<file path="src/rtl/shreg_pkg.sv">
package shreg_pkg;
  localparam int SH_ADDR_W      = 5;
  localparam int SH_DATA_W      = 8;
  localparam int SH_CMD_W       = 8;
  localparam int SH_SYNC_STAGES = 2;
  localparam int SH_PRIM_CNT    = 22;
  localparam int SH_EXP_CNT     = 16;
  localparam int SH_PTR_ADDR    = 31;
  localparam int SH_ID_ADDR     = 0;
  localparam int SH_SRST_ADDR   = 10;
endpackage

</file>
<file path="src/rtl/shreg_sync.sv">
module shreg_sync #(
  parameter int STAGES = 2
) (
  input  logic clk,
  input  logic rst,
  input  logic sclk_i,
  input  logic cs_n_i,
  input  logic sdi_i,
  output logic sclk_rise,
  output logic sclk_fall,
  output logic cs_act,
  output logic sdi_s
);
  logic [STAGES-1:0] sclk_q, csn_q, sdi_q;
  logic              sclk_d;

  always_ff @(posedge clk) begin
    if (rst) begin
      sclk_q <= '0;
      csn_q  <= '1;
      sdi_q  <= '0;
      sclk_d <= 1'b0;
    end else begin
      sclk_q <= {sclk_q[STAGES-2:0], sclk_i};
      csn_q  <= {csn_q[STAGES-2:0], cs_n_i};
      sdi_q  <= {sdi_q[STAGES-2:0], sdi_i};
      sclk_d <= sclk_q[STAGES-1];
    end
  end

  assign sclk_rise = sclk_q[STAGES-1] & ~sclk_d;
  assign sclk_fall = ~sclk_q[STAGES-1] & sclk_d;
  assign cs_act    = ~csn_q[STAGES-1];
  assign sdi_s     = sdi_q[STAGES-1];
endmodule

</file>
<file path="src/rtl/shreg_frame.sv">
module shreg_frame #(
  parameter int AW = 5,
  parameter int DW = 8,
  parameter int CW = 8
) (
  input  logic          clk,
  input  logic          rst,
  input  logic          cs_act,
  input  logic          sclk_rise,
  input  logic          sclk_fall,
  input  logic          sdi_s,
  input  logic [DW-1:0] rd_data,
  output logic [AW-1:0] rd_addr,
  output logic          wr_en,
  output logic [AW-1:0] wr_addr,
  output logic [DW-1:0] wr_data,
  output logic          sdo
);
  localparam int FW   = CW + DW;
  localparam int CNTW = $clog2(FW + 1);
  localparam logic [CNTW-1:0] CMD_TOP   = CNTW'(AW);
  localparam logic [CNTW-1:0] CMD_LAST  = CNTW'(CW - 1);
  localparam logic [CNTW-1:0] DAT_FIRST = CNTW'(CW);
  localparam logic [CNTW-1:0] FRM_LAST  = CNTW'(FW - 1);
  localparam logic [CNTW-1:0] FRM_DONE  = CNTW'(FW);

  logic [CNTW-1:0] cnt;
  logic [AW:0]     cmd_q;   // [0] direction, [AW:1] address
  logic [DW-2:0]   dat_q;   // D0..D(DW-2), last bit joins at commit
  logic [DW-1:0]   txsr;
  logic            rd_act;

  assign rd_addr = cmd_q[AW:1];

  always_ff @(posedge clk) begin
    if (rst) begin
      cnt     <= '0;
      cmd_q   <= '0;
      dat_q   <= '0;
      txsr    <= '0;
      rd_act  <= 1'b0;
      sdo     <= 1'b0;
      wr_en   <= 1'b0;
      wr_addr <= '0;
      wr_data <= '0;
    end else begin
      wr_en <= 1'b0;
      if (!cs_act) begin
        cnt    <= '0;
        rd_act <= 1'b0;
        sdo    <= 1'b0;
      end else begin
        if (sclk_rise && cnt != FRM_DONE) begin
          cnt <= cnt + 1'b1;
          if (cnt <= CMD_TOP)
            cmd_q <= {sdi_s, cmd_q[AW:1]};
          if (cnt >= DAT_FIRST && cnt < FRM_LAST)
            dat_q <= {sdi_s, dat_q[DW-2:1]};
          if (cnt == CMD_LAST && cmd_q[0]) begin
            txsr   <= rd_data;
            rd_act <= 1'b1;
          end
          if (cnt == FRM_LAST && !cmd_q[0]) begin
            wr_en   <= 1'b1;
            wr_addr <= cmd_q[AW:1];
            wr_data <= {sdi_s, dat_q};
          end
        end
        if (sclk_fall && rd_act) begin
          if (cnt == FRM_DONE) begin
            sdo    <= 1'b0;
            rd_act <= 1'b0;
          end else if (cnt >= DAT_FIRST) begin
            sdo  <= txsr[0];
            txsr <= txsr >> 1;
          end
        end
      end
    end
  end

  // a write strobe only exists once the full frame has been counted
  p_wr_full_frame_r5: assert property (@(posedge clk) disable iff (rst)
    wr_en |-> cnt == FRM_DONE);
  // outside an active read the serial output is quiet
  p_sdo_quiet_r4: assert property (@(posedge clk) disable iff (rst)
    !rd_act |-> !sdo);
  // the bit counter never passes the frame length
  p_cnt_bound_r12: assert property (@(posedge clk) disable iff (rst)
    cnt <= FRM_DONE);
endmodule

</file>
<file path="src/rtl/shreg_regfile.sv">
module shreg_regfile #(
  parameter int AW        = 5,
  parameter int DW        = 8,
  parameter int PRIM_CNT  = 22,
  parameter int EXP_CNT   = 16,
  parameter int PTR_ADDR  = 31,
  parameter int ID_ADDR   = 0,
  parameter int SRST_ADDR = 10,
  parameter logic [DW-1:0] ID_VALUE = 'hA5
) (
  input  logic          clk,
  input  logic          rst,
  input  logic          wr_en,
  input  logic [AW-1:0] wr_addr,
  input  logic [DW-1:0] wr_data,
  input  logic [AW-1:0] rd_addr,
  output logic [DW-1:0] rd_data
);
  localparam int PIW = $clog2(PRIM_CNT);
  localparam int EIW = $clog2(EXP_CNT);

  logic [DW-1:0] prim_q [PRIM_CNT];
  logic [DW-1:0] exp_q  [EXP_CNT];
  logic [DW-1:0] ptr_q;
  logic          exp_sel;
  logic          srst_hit;

  assign exp_sel  = ptr_q[0];
  assign srst_hit = wr_en && !exp_sel && (wr_addr == AW'(SRST_ADDR));

  always_ff @(posedge clk) begin
    if (rst || srst_hit) begin
      ptr_q <= '0;
      for (int i = 0; i < PRIM_CNT; i++) prim_q[i] <= '0;
      for (int j = 0; j < EXP_CNT; j++)  exp_q[j]  <= '0;
    end else if (wr_en) begin
      if (wr_addr == AW'(PTR_ADDR)) begin
        ptr_q <= wr_data;
      end else if (exp_sel) begin
        if (int'(wr_addr) < EXP_CNT) exp_q[wr_addr[EIW-1:0]] <= wr_data;
      end else if (wr_addr != AW'(ID_ADDR) && int'(wr_addr) < PRIM_CNT) begin
        prim_q[wr_addr[PIW-1:0]] <= wr_data;
      end
    end
  end

  always_comb begin
    rd_data = '0;
    if (rd_addr == AW'(PTR_ADDR)) begin
      rd_data = ptr_q;
    end else if (exp_sel) begin
      if (int'(rd_addr) < EXP_CNT) rd_data = exp_q[rd_addr[EIW-1:0]];
    end else if (rd_addr == AW'(ID_ADDR)) begin
      rd_data = ID_VALUE;
    end else if (rd_addr != AW'(SRST_ADDR) && int'(rd_addr) < PRIM_CNT) begin
      rd_data = prim_q[rd_addr[PIW-1:0]];
    end
  end

  // a pointer write lands exactly
  p_ptr_write_r9: assert property (@(posedge clk) disable iff (rst)
    (wr_en && wr_addr == AW'(PTR_ADDR)) |=> ptr_q == $past(wr_data));
  // soft reset clears the pointer
  p_soft_reset_r8: assert property (@(posedge clk) disable iff (rst)
    (wr_en && !ptr_q[0] && wr_addr == AW'(SRST_ADDR)) |=> ptr_q == '0);
  // unmapped primary addresses read zero
  p_unmapped_zero_r10: assert property (@(posedge clk) disable iff (rst)
    (!ptr_q[0] && int'(rd_addr) >= PRIM_CNT && rd_addr != AW'(PTR_ADDR))
      |-> rd_data == '0);
endmodule

</file>
<file path="src/rtl/shreg_serial_regs.sv">
module shreg_serial_regs
  import shreg_pkg::*;
#(
  parameter int AW          = SH_ADDR_W,
  parameter int DW          = SH_DATA_W,
  parameter int CW          = SH_CMD_W,
  parameter int SYNC_STAGES = SH_SYNC_STAGES,
  parameter logic [DW-1:0] ID_VALUE = 'hA5
) (
  input  logic clk,
  input  logic rst,
  input  logic sclk,
  input  logic cs_n,
  input  logic sdi,
  output logic sdo
);
  logic          sclk_rise, sclk_fall, cs_act, sdi_s;
  logic          wr_en;
  logic [AW-1:0] wr_addr, rd_addr;
  logic [DW-1:0] wr_data, rd_data;

  shreg_sync #(.STAGES(SYNC_STAGES)) u_sync (
    .clk(clk), .rst(rst), .sclk_i(sclk), .cs_n_i(cs_n), .sdi_i(sdi),
    .sclk_rise(sclk_rise), .sclk_fall(sclk_fall), .cs_act(cs_act), .sdi_s(sdi_s)
  );

  shreg_frame #(.AW(AW), .DW(DW), .CW(CW)) u_frame (
    .clk(clk), .rst(rst), .cs_act(cs_act), .sclk_rise(sclk_rise),
    .sclk_fall(sclk_fall), .sdi_s(sdi_s), .rd_data(rd_data), .rd_addr(rd_addr),
    .wr_en(wr_en), .wr_addr(wr_addr), .wr_data(wr_data), .sdo(sdo)
  );

  shreg_regfile #(
    .AW(AW), .DW(DW), .PRIM_CNT(SH_PRIM_CNT), .EXP_CNT(SH_EXP_CNT),
    .PTR_ADDR(SH_PTR_ADDR), .ID_ADDR(SH_ID_ADDR), .SRST_ADDR(SH_SRST_ADDR),
    .ID_VALUE(ID_VALUE)
  ) u_regs (
    .clk(clk), .rst(rst), .wr_en(wr_en), .wr_addr(wr_addr), .wr_data(wr_data),
    .rd_addr(rd_addr), .rd_data(rd_data)
  );
endmodule

</file>
<file path="config.mk">
export PLATFORM = sky130hd
export DESIGN_NAME = shreg_serial_regs
export DESIGN_NICKNAME = d
export VERILOG_FILES = /design/src/rtl/shreg_pkg.sv /design/src/rtl/shreg_sync.sv /design/src/rtl/shreg_frame.sv /design/src/rtl/shreg_regfile.sv /design/src/rtl/shreg_serial_regs.sv
export SDC_FILE = /design/constraint.sdc
export NUM_CORES = 1
export LEC_CHECK = 0
export BUFFER_PORTS_ARGS = -buffer_cell sky130_fd_sc_hd__buf_4
export CORE_AREA = 2 2 242 244
export DETAILED_ROUTE_END_ITERATION = 16
export DIE_AREA = 0 0 244 246
export SETUP_SLACK_MARGIN = 0.2
export SLEW_MARGIN = 10
export SYNTH_ARGS = -nofsm -noshare
export SYNTH_HDL_FRONTEND = slang
export SYNTH_SLANG_ARGS = --single-unit
</file>
<file path="constraint.sdc">
create_clock -name clk -period 2.2 [get_ports clk]
set_input_delay 0.33 -clock clk [delete_from_list [all_inputs] [get_ports clk]]
set_output_delay 0.33 -clock clk [all_outputs]
set_load 0.01 [all_outputs]
</file>
==> flow_summary_export.csv, run 1 <==
group,metric,value,unit
run_status,outcome,"complete, but fails checks",
run_status,violations,"setup timing",
route,dr.pass1.iters,5,
synthesis,synth_edf_count,384,
route,wl_met3,2750,um
sta,setup-tns-final,-404,ps
clock_network,cts_max_path_buffers,3,
clock_network,cts_tree,"done",
power_and_ir_drop,p_leak,0.00883,uW
die,initial_utilization,0.346,
setup_path,start_kind,"flip-flop",
route,dr_wl_met2,24100,um
final_layout,design_area,24500,um^2
global_routing,grt_max_degree,49,
clock_network,path_clk_slew,60,ps
setup_path,crit_type,"flip-flop to flip-flop",
worst_hold_path,hp-class,"input port to flip-flop",
clock_network,h-tree-depth,2,
die,fp-row-count,88,
sta,skew,13.0,ps
worst_hold_path,hold_depth,4,
sta,fin_crit,2280,ps
die,die_w,244,um
synthesis,yosysWarnings,0,
worst_hold_path,hold_path.startpoint,"rst",
synthesis,ys_types,68,
sta,setup_viol,6,
final_layout,syn2layout_area_growth,23.7,%
global_routing,grt_pass1_wl,76600,um
clock_network,cts_buffers,47,
route,ant_nets,0,
final_layout,drive_gt1_frac,0.264,
final_layout,final_common_cell,"edfxtp_1",
sta,final_hold_viol_count,0,
final_layout,layout.nets,1629,
synthesis,ys_ff_latch,446,
route,routed_wl,51000,um
global_routing,grt_use_total,0.171,
synthesis,netlist_top_cells_area,"edfxtp_1 58%, mux4_2 9.3%, and2_1 9.1%, dfxtp_1 6.3%, mux2i_1 3.6%",
global_routing,antenna_found_initial,0,
die,core,57400,um^2
sta,rsz0062_at_grt,"true",
synthesis,synth_seq_area_share,0.644,
setup_path,ff2ff_path_depth,10,
synthesis,synthesis.area,19800,um^2
sta,fmax,0.440,GHz
worst_hold_path,hold_end,"u_sync.sclk_d",
synthesis,yosys.area.top_type,"edfxtp_1",
power_and_ir_drop,power,17800,uW
die,dieArea,60000,um^2
clock_network,cts_root_buf,"clkbuf_16",
setup_path,cp_max_fo,6,
synthesis,syn_inst,1364,
clock_network,cts.sinks,446,
placement,io_buffers,5,
synthesis,yosysTopAreaCellShare,0.581,
synthesis,synth_area_per_cell,14.5,um^2
placement,dp_hpwl,33700,um
clock_network,clock_latency,580,ps
sta,slew_headroom,0.568,
die,die_h,246,um
sta,worst_pin_slew,648,ps
die,ioPinCount,6,
route,routedLengthMet1,23000,um
sta,maxSlewViolCount,0,
sta,fin_ws,-75.1,ps
power_and_ir_drop,peakVddDrop,0.000619,V
global_routing,grt_pass1_vias,12151,
power_and_ir_drop,p_per_area,724,nW/um^2
placement,gp_congestion,0.908,
final_layout,mostFrequentLayoutCells,"384 x edfxtp_1, 290 x and2_1, 164 x buf_4",
job,drv_cap,0,
route,vias,11975,
route,routedWlPerCell,21.0,um
route,routed.top_layer,"met4",
setup_path,crit_required,2660,ps
route,drt-initial-drc-count,1120,
setup_path,rrSetupSlack,-80,ps
route,vias_per_cell,4.94,
sta,period_share,1.03,
synthesis,async_flop_share,0,
synthesis,synth_flop_cell,"edfxtp_1",
placement,place_area,22400,um^2
global_routing,overflow,0,
route,drc,0,
setup_path,cp-end-kind,"flip-flop",
setup_path,reg2reg_to,"u_frame.txsr[4]",
setup_path,critical_path_arrival,2730,ps
## repair_timing
item | 4_1_cts | 5_1_grt
hold endpoints to repair | 3 | 0
setup buffers | 6 | 10
pin swaps | 4 | 15
endpoints found under the setup margin | 275 | 304
resized for setup | 31 | 72
gates cloned | 0 | 2
hold buffers | 3 | 0
## through the flow
stage / util / setup slack (ps) / hold slack [ps] / cells
6_report: 0.428 / -75.1 / 360 / 2424
5_1_grt: 0.428 / -116 / 387 / 2423
4_1_cts: 0.420 / -88.8 / 336 / 2411
3_5_place_dp: 0.391 / -187 / 402 / 2315
3_3_place_gp: 0.391 / -220 / 405 / 2315
2_1_floorplan: - / 130 / 389 / 1459
## state kept, by name (all words and copies together) (netlist names), 5 cells and up, named ones only
register / count
u_frame.txsr: 8
u_regs.exp_q: 128
u_regs.prim_q: 256
u_regs.ptr_q: 8
u_frame.cnt: 5
u_frame.cmd_q: 6
u_frame.wr_data: 8
u_frame.dat_q: 7
u_frame.wr_addr: 5
## report_power, final
group	total, uW	internal, uW	switching [uW]	leakage [uW]
combinational	524	221	303	0.00362
sequential	9500	9410	91.0	0.00447
clock	7740	4510	3230	0.000737
total	17800	14100	3620	0.00883
## worst max-delay path: stages (launching register included)
cell and delay, ps:
dfxtp_4 450, buf_6 170, buf_12 140, buf_12 130, buf_6 100, mux4_2 510, mux2i_1 170, buf_4 130
o211ai_1 100, a21oi_1 140, o211ai_1 90
## cells in the mapped netlist, types with 5 or more instances
library cell  number
a21oi_1           16
a22oi_1           10
a31oi_1           10
and2_1           290
buf_2             14
buf_4              9
buf_6              5
clkbuf_1          65
dfxtp_1           62
edfxtp_1         384
inv_1              7
mux2i_1           72
mux4_1             6
mux4_2            82
nand2_1           39
nand2b_1          19
nand3_1           15
nand4_1            9
nor2_1            83
nor2b_1           19
nor3_1            17
o211ai_1           5
o21ai_0           37
o21ai_1            5
or3_1              7
## how the worst max path moves through the flow
stage / start / slack, ps / to / cells after the start
after floorplan: u_regs.ptr_q[0] / 130 / u_regs.exp_q[13][0] / 6
after global placement: flip-flop / -220 / u_frame.txsr[7] / 7
after detailed placement: flip-flop / -190 / u_frame.txsr[2] / 8
after CTS: flip-flop / -90 / u_frame.txsr[2] / 8
after global routing: flip-flop / -120 / u_frame.txsr[0] / 7
final: flip-flop / -80 / u_frame.txsr[4] / 10
## final cells by class
type,count,area [um^2]
tap,765,957
clock buffer,66,1350
timing repair buffer,209,1970
sequential,446,12800
inverter,10,38.8
multi-input combinational,906,7280
fill,5173,32800
antenna,1,2.50
clock inverter,21,143
## cells by family after synthesis
| group | Yosys count | share of synthesized area |
|---|---|---|
| fa+ha+maj | 4 | 0.00252 |
| flops | 446 | 0.644 |
| other cells | 1 | 0.000189 |
| mux | 164 | 0.140 |
| buf+inv | 107 | 0.0255 |
| xor+xnor | 3 | 0.00132 |
| simple gates | 526 | 0.151 |
| compound gates | 113 | 0.0362 |
## per-layer routing
layer / GRT usage / up-vias
met5: 0 / -
met2: 0.277 / 343
met3: 0.0258 / 68
li1: - / 5494
met4: 0.0581 / 0
met1: 0.235 / 6070
(Power assumes the default switching activity.)
==> inputs of run 2 (changes only) <==
--- a/config.mk
+++ b/config.mk
@@ -9,7 +9,6 @@
 export CORE_AREA = 2 2 242 244
 export DETAILED_ROUTE_END_ITERATION = 16
 export DIE_AREA = 0 0 244 246
-export SETUP_SLACK_MARGIN = 0.2
 export SLEW_MARGIN = 10
 export SYNTH_ARGS = -nofsm -noshare
 export SYNTH_HDL_FRONTEND = slang
==> run 2 against run 1 <==
Effect of this change: routed wire length down 0.75%; global-route usage barely moved; highest routed layer unchanged; sequential share of layout area increased by 0.41 points; the flow still finishes with violations (setup timing).
==> flow_summary_export.csv, run 2 (synthesized netlist as in run 1, its figures left out) <==
group,metric,value,unit
clock_network,cts_tree,"done",
route,vias,11965,
clock_network,cts_root_buf,"clkbuf_16",
final_layout,largest_reg_flops,256,
route,dr.pass1.iters,5,
sta,holdWs,199,ps
setup_path,crit_required,2690,ps
setup_path,cp_max_fo,11,
global_routing,grt_use_total,0.171,
worst_hold_path,hp-class,"input port to flip-flop",
final_layout,reg.largest.list,"u_regs.prim_q (256), u_regs.exp_q (128)",
route,routed_wl,50600,um
setup_path,start_kind,"flip-flop",
route,routedWlPerCell,20.8,um
run_status,violations,"setup timing",
placement,dp_hpwl,33800,um
power_and_ir_drop,p_leak,0.00881,uW
job,drv_cap,0,
final_layout,final_common_cell,"edfxtp_1",
clock_network,cts.sinks,446,
placement,place_ws,-176,ps
setup_path,path_cells,"buf_8 -> mux4_1 -> mux4_2 -> mux2i_2 -> o22ai_1 -> a31o_1",
power_and_ir_drop,peakVddDrop,0.000513,V
sta,fin_crit,2290,ps
global_routing,antenna_found_initial,0,
placement,dp.cells,2321,
clock_network,h-tree-depth,2,
power_and_ir_drop,p_per_area,724,nW/um^2
final_layout,top_register,"u_regs.prim_q",
sta,rsz0062_at_grt,"true",
clock_network,path_clk_slew,60,ps
die,initial_utilization,0.346,
worst_hold_path,hold_path.startpoint,"rst",
final_layout,stdcell_count,2430,
die,die_w,244,um
sta,fin_ws,-85.1,ps
final_layout,layout.nets,1635,
route,drt-initial-drc-count,1072,
setup_path,crit_path_top_delay_cell,"mux4_1",
placement,io_buffers,5,
global_routing,grt_max_degree,49,
placement,gp_congestion,0.872,
global_routing,grt_pass1_wl,76400,um
global_routing,grt_pass1_vias,12096,
final_layout,syn2layout_area_growth,22.6,%
final_layout,drive_gt1_frac,0.238,
sta,slew_headroom,0.592,
die,die_h,246,um
setup_path,max_stage_delay,570,ps
clock_network,clock_latency,600,ps
sta,setup_viol,4,
route,vias_per_cell,4.92,
die,ioPinCount,6,
sta,skew,28.7,ps
route,drc,0,
sta,period_share,1.04,
clock_network,cts_max_path_buffers,3,
sta,maxSlewViolCount,0,
die,dieArea,60000,um^2
sta,final_hold_viol_count,0,
sta,worst_pin_slew,612,ps
setup_path,crit_type,"flip-flop to flip-flop",
run_status,outcome,"complete, but fails checks",
setup_path,cp-end-kind,"flip-flop",
route,ant_nets,0,
sta,fmax,0.438,GHz
global_routing,overflow,0,
clock_network,cts_buffers,48,
setup_path,critical_path_arrival,2780,ps
die,core,57400,um^2
die,fp-row-count,88,
final_layout,mostFrequentLayoutCells,"384 x edfxtp_1, 290 x and2_1, 177 x buf_4",
run 2: cell type report:
type | instances | area, um^2
diodes | 1 | 2.50
clock buffers | 65 | 1290
clock inverters | 23 | 160
fillers | 5171 | 33000
inverters | 10 | 37.5
multi-input cells | 906 | 7070
flip-flops and latches | 446 | 12800
well taps | 765 | 957
repair buffers | 214 | 2030
run 2: final timing paths:
check / end / depth (start not counted) / slack, ps
max: u_frame.txsr[0] / 6 / -90
min reg2reg: u_sync.csn_q[1] / 1 / 430
min: u_sync.sclk_d / 3 / 200
max reg2reg: u_frame.txsr[0] / 6 / -90
run 2: stage by stage:
| step | util | power, uW | cell area, um^2 | setup TNS [ps] |
|---|---|---|---|---|
| floorplan | - | 9890 | 20200 | -3050 |
| global placement | 0.392 | 10200 | 22500 | -1850 |
| detailed placement | 0.392 | 10200 | 22500 | -5620 |
| CTS | 0.421 | 17800 | 24200 | -211 |
| global route | 0.424 | 18200 | 24300 | -580 |
| finish | 0.424 | 17600 | 24300 | -203 |
run 2: power by group:
group	switching [uW]	leakage, uW	internal, uW
Clock	3260	0.000711	4320
Combinational	299	0.00363	229
Sequential	85.5	0.00447	9410
Total	3650	0.00881	14000
run 2: critical path, delay by kind of cell (launching register included):
family          cells  cell delay, ps
buf+inv             1             180
flops               1             430
compound gates      2             310
mux                 3            1260
run 2: layer usage:
metal	GRT usage	part of all wire
met1	0.235	0.44
met3	0.0325	0.062
met4	0.0612	0.031
met5	0	0
met2	0.271	0.47
run 2: timing repair:
item,CTS,global route
setup buffers,12,4
hold buffers,3,0
pin swaps,0,6
gates cloned,1,0
gates resized for setup,21,33
endpoints found under the hold margin,3,0
endpoints found under the setup margin,35,161
